## src/rtl/spi_irq_pkg.sv

```systemverilog
package spi_irq_pkg;
  localparam int unsigned IRQ_NUM_SRC = 7;
  localparam int unsigned REG_ADDR_W  = 6;
  localparam int unsigned REG_DATA_W  = 32;

  localparam logic [REG_ADDR_W-1:0] OFF_STATUS  = 6'h04;
  localparam logic [REG_ADDR_W-1:0] OFF_ENABLE  = 6'h08;
  localparam logic [REG_ADDR_W-1:0] OFF_DISABLE = 6'h0C;
  localparam logic [REG_ADDR_W-1:0] OFF_MASK    = 6'h10;

  typedef enum logic [2:0] {
    SEL_NONE,
    SEL_STATUS,
    SEL_ENABLE,
    SEL_DISABLE,
    SEL_MASK
  } reg_sel_e;
endpackage

```

## src/rtl/spi_irq_decode.sv

```systemverilog
module spi_irq_decode
  import spi_irq_pkg::*;
#(
  parameter int unsigned ADDR_W = REG_ADDR_W
) (
  input  logic [ADDR_W-1:0] addr_i,
  input  logic              wr_i,
  output reg_sel_e          sel_o,
  output logic              stat_clr_o,
  output logic              mask_set_o,
  output logic              mask_clr_o
);
  always_comb begin
    unique case (addr_i)
      OFF_STATUS:  sel_o = SEL_STATUS;
      OFF_ENABLE:  sel_o = SEL_ENABLE;
      OFF_DISABLE: sel_o = SEL_DISABLE;
      OFF_MASK:    sel_o = SEL_MASK;
      default:     sel_o = SEL_NONE;
    endcase
  end

  // mask offset is read-only: no write strobe derived from it
  assign stat_clr_o = wr_i && (sel_o == SEL_STATUS);
  assign mask_set_o = wr_i && (sel_o == SEL_ENABLE);
  assign mask_clr_o = wr_i && (sel_o == SEL_DISABLE);
endmodule

```

## src/rtl/spi_irq_status.sv

```systemverilog
module spi_irq_status #(
  parameter int unsigned NUM_SRC = 7
) (
  input  logic               clk_i,
  input  logic               rst_ni,
  input  logic [NUM_SRC-1:0] src_i,
  input  logic               clr_en_i,
  input  logic [NUM_SRC-1:0] clr_bits_i,
  output logic [NUM_SRC-1:0] status_o
);
  for (genvar b = 0; b < NUM_SRC; b++) begin : g_bit
    logic bit_q;
    always_ff @(posedge clk_i or negedge rst_ni) begin
      if (!rst_ni) begin
        bit_q <= 1'b0;
      end else if (src_i[b]) begin
        bit_q <= 1'b1;  // set beats a same-cycle clear
      end else if (clr_en_i && clr_bits_i[b]) begin
        bit_q <= 1'b0;
      end
    end
    assign status_o[b] = bit_q;
  end
endmodule

```

## src/rtl/spi_irq_mask.sv

```systemverilog
module spi_irq_mask #(
  parameter int unsigned NUM_SRC = 7
) (
  input  logic               clk_i,
  input  logic               rst_ni,
  input  logic               set_en_i,
  input  logic               clr_en_i,
  input  logic [NUM_SRC-1:0] bits_i,
  output logic [NUM_SRC-1:0] mask_o
);
  logic [NUM_SRC-1:0] mask_q, set_v, clr_v;

  assign set_v = set_en_i ? bits_i : '0;
  assign clr_v = clr_en_i ? bits_i : '0;

  always_ff @(posedge clk_i or negedge rst_ni) begin
    if (!rst_ni) mask_q <= '0;
    else         mask_q <= (mask_q | set_v) & ~clr_v;
  end

  assign mask_o = mask_q;
endmodule

```

## src/rtl/spi_irq_ctrl.sv

```systemverilog
module spi_irq_ctrl
  import spi_irq_pkg::*;
#(
  parameter int unsigned NUM_SRC = IRQ_NUM_SRC,
  parameter int unsigned ADDR_W  = REG_ADDR_W,
  parameter int unsigned DATA_W  = REG_DATA_W
) (
  input  logic               clk_i,
  input  logic               rst_ni,
  input  logic [ADDR_W-1:0]  addr_i,
  input  logic               wr_i,
  input  logic [DATA_W-1:0]  wdata_i,
  output logic [DATA_W-1:0]  rdata_o,
  input  logic [NUM_SRC-1:0] src_i,
  output logic               irq_o
);
  localparam int unsigned PAD_W = DATA_W - NUM_SRC;

  reg_sel_e           sel;
  logic               stat_clr, mask_set, mask_clr;
  logic [NUM_SRC-1:0] wbits, status_q, mask_q;

  assign wbits = wdata_i[NUM_SRC-1:0];

  spi_irq_decode #(.ADDR_W(ADDR_W)) u_decode (
    .addr_i    (addr_i),
    .wr_i      (wr_i),
    .sel_o     (sel),
    .stat_clr_o(stat_clr),
    .mask_set_o(mask_set),
    .mask_clr_o(mask_clr)
  );

  spi_irq_status #(.NUM_SRC(NUM_SRC)) u_status (
    .clk_i     (clk_i),
    .rst_ni    (rst_ni),
    .src_i     (src_i),
    .clr_en_i  (stat_clr),
    .clr_bits_i(wbits),
    .status_o  (status_q)
  );

  spi_irq_mask #(.NUM_SRC(NUM_SRC)) u_mask (
    .clk_i   (clk_i),
    .rst_ni  (rst_ni),
    .set_en_i(mask_set),
    .clr_en_i(mask_clr),
    .bits_i  (wbits),
    .mask_o  (mask_q)
  );

  always_comb begin
    unique case (sel)
      SEL_STATUS: rdata_o = {{PAD_W{1'b0}}, status_q};
      SEL_MASK:   rdata_o = {{PAD_W{1'b0}}, mask_q};
      default:    rdata_o = '0;  // write-only and unmapped offsets
    endcase
  end

  assign irq_o = |(status_q & mask_q);
endmodule

```

## config.mk

```make
export PLATFORM = sky130hd
export DESIGN_NAME = spi_irq_ctrl
export DESIGN_NICKNAME = d
export VERILOG_FILES = /design/src/rtl/spi_irq_pkg.sv /design/src/rtl/spi_irq_decode.sv /design/src/rtl/spi_irq_status.sv /design/src/rtl/spi_irq_mask.sv /design/src/rtl/spi_irq_ctrl.sv
export SDC_FILE = /design/constraint.sdc
export NUM_CORES = 1
export LEC_CHECK = 0
export ABC_AREA = 1
export BUFFER_PORTS_ARGS = -buffer_cell sky130_fd_sc_hd__buf_2
export CAP_MARGIN = 30
export CORE_MARGIN = 10
export CORE_UTILIZATION = 38
export CTS_CLUSTER_DIAMETER = 200
export CTS_CLUSTER_SIZE = 12
export DETAILED_ROUTE_END_ITERATION = 10
export PLACE_DENSITY = 0.76
export SETUP_SLACK_MARGIN = 0.15
export SLEW_MARGIN = 25
export SYNTH_ARGS = -nofsm -noshare
export SYNTH_HDL_FRONTEND = slang
export SYNTH_SLANG_ARGS = --single-unit
```

## constraint.sdc

```tcl
create_clock -name clk_i -period 1.05 [get_ports clk_i]
set_input_delay 0.1575 -clock clk_i [delete_from_list [all_inputs] [get_ports clk_i]]
set_output_delay 0.1575 -clock clk_i [all_outputs]
set_load 0.02 [all_outputs]
```

==> impl_metrics.env <==
export IMPL_antenna_found_initial=0
export IMPL_dr_wl_met3_um=163
export IMPL_startpoint="u_status.g_bit[5].bit_q"
export IMPL_gr_usage_all_layers_pct=9.63
export IMPL_min_path_type="in -> reg"
export IMPL_crit_type="reg -> out"
export IMPL_crit_fanout=2
export IMPL_htree_levels=1
export IMPL_highest_layer="met4"
export IMPL_synth_top_flop_cell="dfrtp_1"
export IMPL_min_period_ns=1.34
export IMPL_wl_met1_um=1180
export IMPL_setup_slack_ns=-0.288
export IMPL_hold_start="src_i[2]"
export IMPL_synthTopCellsByArea="dfrtp_1 34%, buf_4 19%, nand2_1 14%"
export IMPL_ys_top_cells_by_count="38 x nand2_1, 26 x buf_4, 23 x inv_1"
export IMPL_yosys_warnings=0
export IMPL_failed_checks="setup timing"
export IMPL_powerDensity_mw_per_mm2=890
export IMPL_areaGrowthSynthToFinish_pct=43.4
export IMPL_power_share_switching_pct=31.8
export IMPL_place_congestion=0.777
export IMPL_start_util_pct=40.8
export IMPL_power_frac_seq_pct=45.4
export IMPL_clockRootBuffer="clkbuf_4"
export IMPL_drc=0
export IMPL_cp_start_kind="flip-flop"
export IMPL_slew_violations=0
export IMPL_row_count=18
export IMPL_critPathRequiredTime_ns=0.89
export IMPL_syn_inst=142
export IMPL_wire_per_inst_um=12.5
export IMPL_status="finished, violations left"
export IMPL_synth_seq_cells=14
export IMPL_cp_arrival_ns=1.18
export IMPL_async_reset_ff_share_pct=100
export IMPL_coreArea_mm2=0.00252
export IMPL_die_w_um=72.1
export IMPL_synth_top_family_by_area="simple AND/OR/NAND/NOR gates"
export IMPL_fin_nets=244
export IMPL_num_vias=973
export IMPL_detailed_place_hpwl_um=2020
export IMPL_via_per_inst=4.32
export IMPL_clockBufferDepth=2
export IMPL_skew_ns=0
export IMPL_die_h_um=72.1
export IMPL_clkPwrFrac_pct=29.6
export IMPL_grt_pass1_wl_um=4220
export IMPL_period_share_pct=127
export IMPL_clock_latency_ns=0.27
export IMPL_max_freq_mhz=747
export IMPL_finalHoldViolCount=0
export IMPL_synth_simple_area_share_pct=30.0
export IMPL_wl_um=2820
export IMPL_ant_nets=0
export IMPL_timing_rr_start="u_status.g_bit[0].bit_q"
export IMPL_first_pass_iters=4
export IMPL_drive_above_1_share_pct=40.0
export IMPL_first_global_vias=986
export IMPL_timing_hold_ws_ns=0.0450
export IMPL_avgSynthCellArea_um2=7.25
export IMPL_intPower_uw=897
export IMPL_synth_seq_area_share_pct=34.0
export IMPL_synth_compound_gate_area_share_pct=6.80
export IMPL_die_area_mm2=0.00519
export IMPL_ioPinCount=81
export IMPL_cts_buffers=3
export IMPL_setup_violations=8
export IMPL_grt_setup_unrepaired="true"
export IMPL_setup_tns_ns=-1.52
export IMPL_met2WireLength_um=1460
export IMPL_yosysTopAreaCell="dfrtp_1"
export IMPL_drt_iter0_drc=23
export IMPL_synthMuxAreaShare_pct=0
export IMPL_portBuffers=30
export IMPL_synth_area_mm2=0.00103
export IMPL_clk_pin_slew_ns=0.09
export IMPL_maxCapViolCount=0
export IMPL_cts_tree="yes"
export IMPL_pwr_share_comb_pct=25.0
export IMPL_yosysMostFrequentCell="nand2_1"
export IMPL_p_sw_uw=418
export IMPL_ir_drop_v=0.000647
export IMPL_synth_top_area_share_pct=34.0
export IMPL_synth_xor_area_share_pct=0
export IMPL_worstSetupEndpointType="output port"
export IMPL_synthAdderAreaFrac_pct=0
export IMPL_p_leak_nw=0.804
export IMPL_synth_edff_count=0
export IMPL_grt_overflow=0
export IMPL_synth_cell_types=16
export IMPL_grt_max_degree=15
export IMPL_n_antenna_cell=0
export IMPL_cts_num_sinks=14
## critical path, cell delays in order, from the launching register on
cell and delay, ns:
dfrtp_1 0.39, nand2_1 0.08, nand2_1 0.05, nor2_1 0.12, nand4_1 0.09, buf_2 0.17
## cells in the final DEF, fill, tap and decap left out, drive strengths merged
cell type	n
a21oi	7
clkbuf	5
dlygate4sd3	1
nand2	39
nand4	2
o21ai	7
nand3	9
nor3	7
nor2	6
conb	25
buf	50
dfrtp	14
inv	23
## worst paths after layout
check                                          end  slack [ns]  depth (start not counted)
max                                          irq_o       -0.29                          5
min                        u_status.g_bit[2].bit_q        0.05                          3
max reg2reg                u_status.g_bit[0].bit_q        0.07                          5
min reg2reg                u_status.g_bit[4].bit_q        0.52                          2
max in group asynchronous         u_mask.mask_o[5]        0.51                          2
min in group asynchronous  u_status.g_bit[0].bit_q        0.30                          2
## layout make-up
cell class	instances	area, um^2
fillers	234	1050
multi-input cells	102	544
repair buffers	52	422
flip-flops and latches	14	350
inverters	23	86.3
well taps	30	37.5
clock buffers	4	36.3
## power by group through the flow
stage,Combinational [mW],Sequential (mW),Clock (mW)
floorplan,0.256,0.600,0
global placement,0.281,0.603,0
detailed placement,0.284,0.605,0
CTS,0.297,0.595,0.381
global route,0.367,0.602,0.418
finish,0.328,0.596,0.390
## metrics by stage
step	cells	total power, mW	setup slack [ns]	utilization, %	area, um^2
3_5_place_dp	209	0.888	-0.116	47.5	1200
5_1_grt	225	1.39	-0.348	58.5	1480
4_1_cts	218	1.27	-0.292	52.5	1320
3_3_place_gp	209	0.884	-0.114	47.5	1200
6_report	225	1.31	-0.288	58.5	1480
2_1_floorplan	166	0.857	-0.0194	-	1130
## sequential cells by signal (all words and copies together) (netlist names)
name / cells
u_mask.mask_o: 7
u_status.g_bit.bit_q: 7
## timing repair
item | in CTS | in global routing
buffers inserted | 4 | 6
pin swaps | 3 | 7
endpoints found under the setup margin | 8 | 12
gates resized for setup | 17 | 21
hold endpoints to repair | 14 | 0
hold buffers | 1 | 0
gates cloned | 0 | 1
## metal layers
metal	up-vias	global-route usage, %
li1	497	-
met1	438	11.5
met2	36	16.3
met3	2	3.27
met4	0	1.94
met5	-	0
## kinds of logic (layout without fill, tap and decap cells)
group / count (synthesis) / after routing
DFF: 14 / 14
buffers and inverters: 50 / 79
other: 1 / 25
and+or+nand+nor: 63 / 63
AOI/OAI and AO/OA: 14 / 14
(Power assumes the default switching activity.)
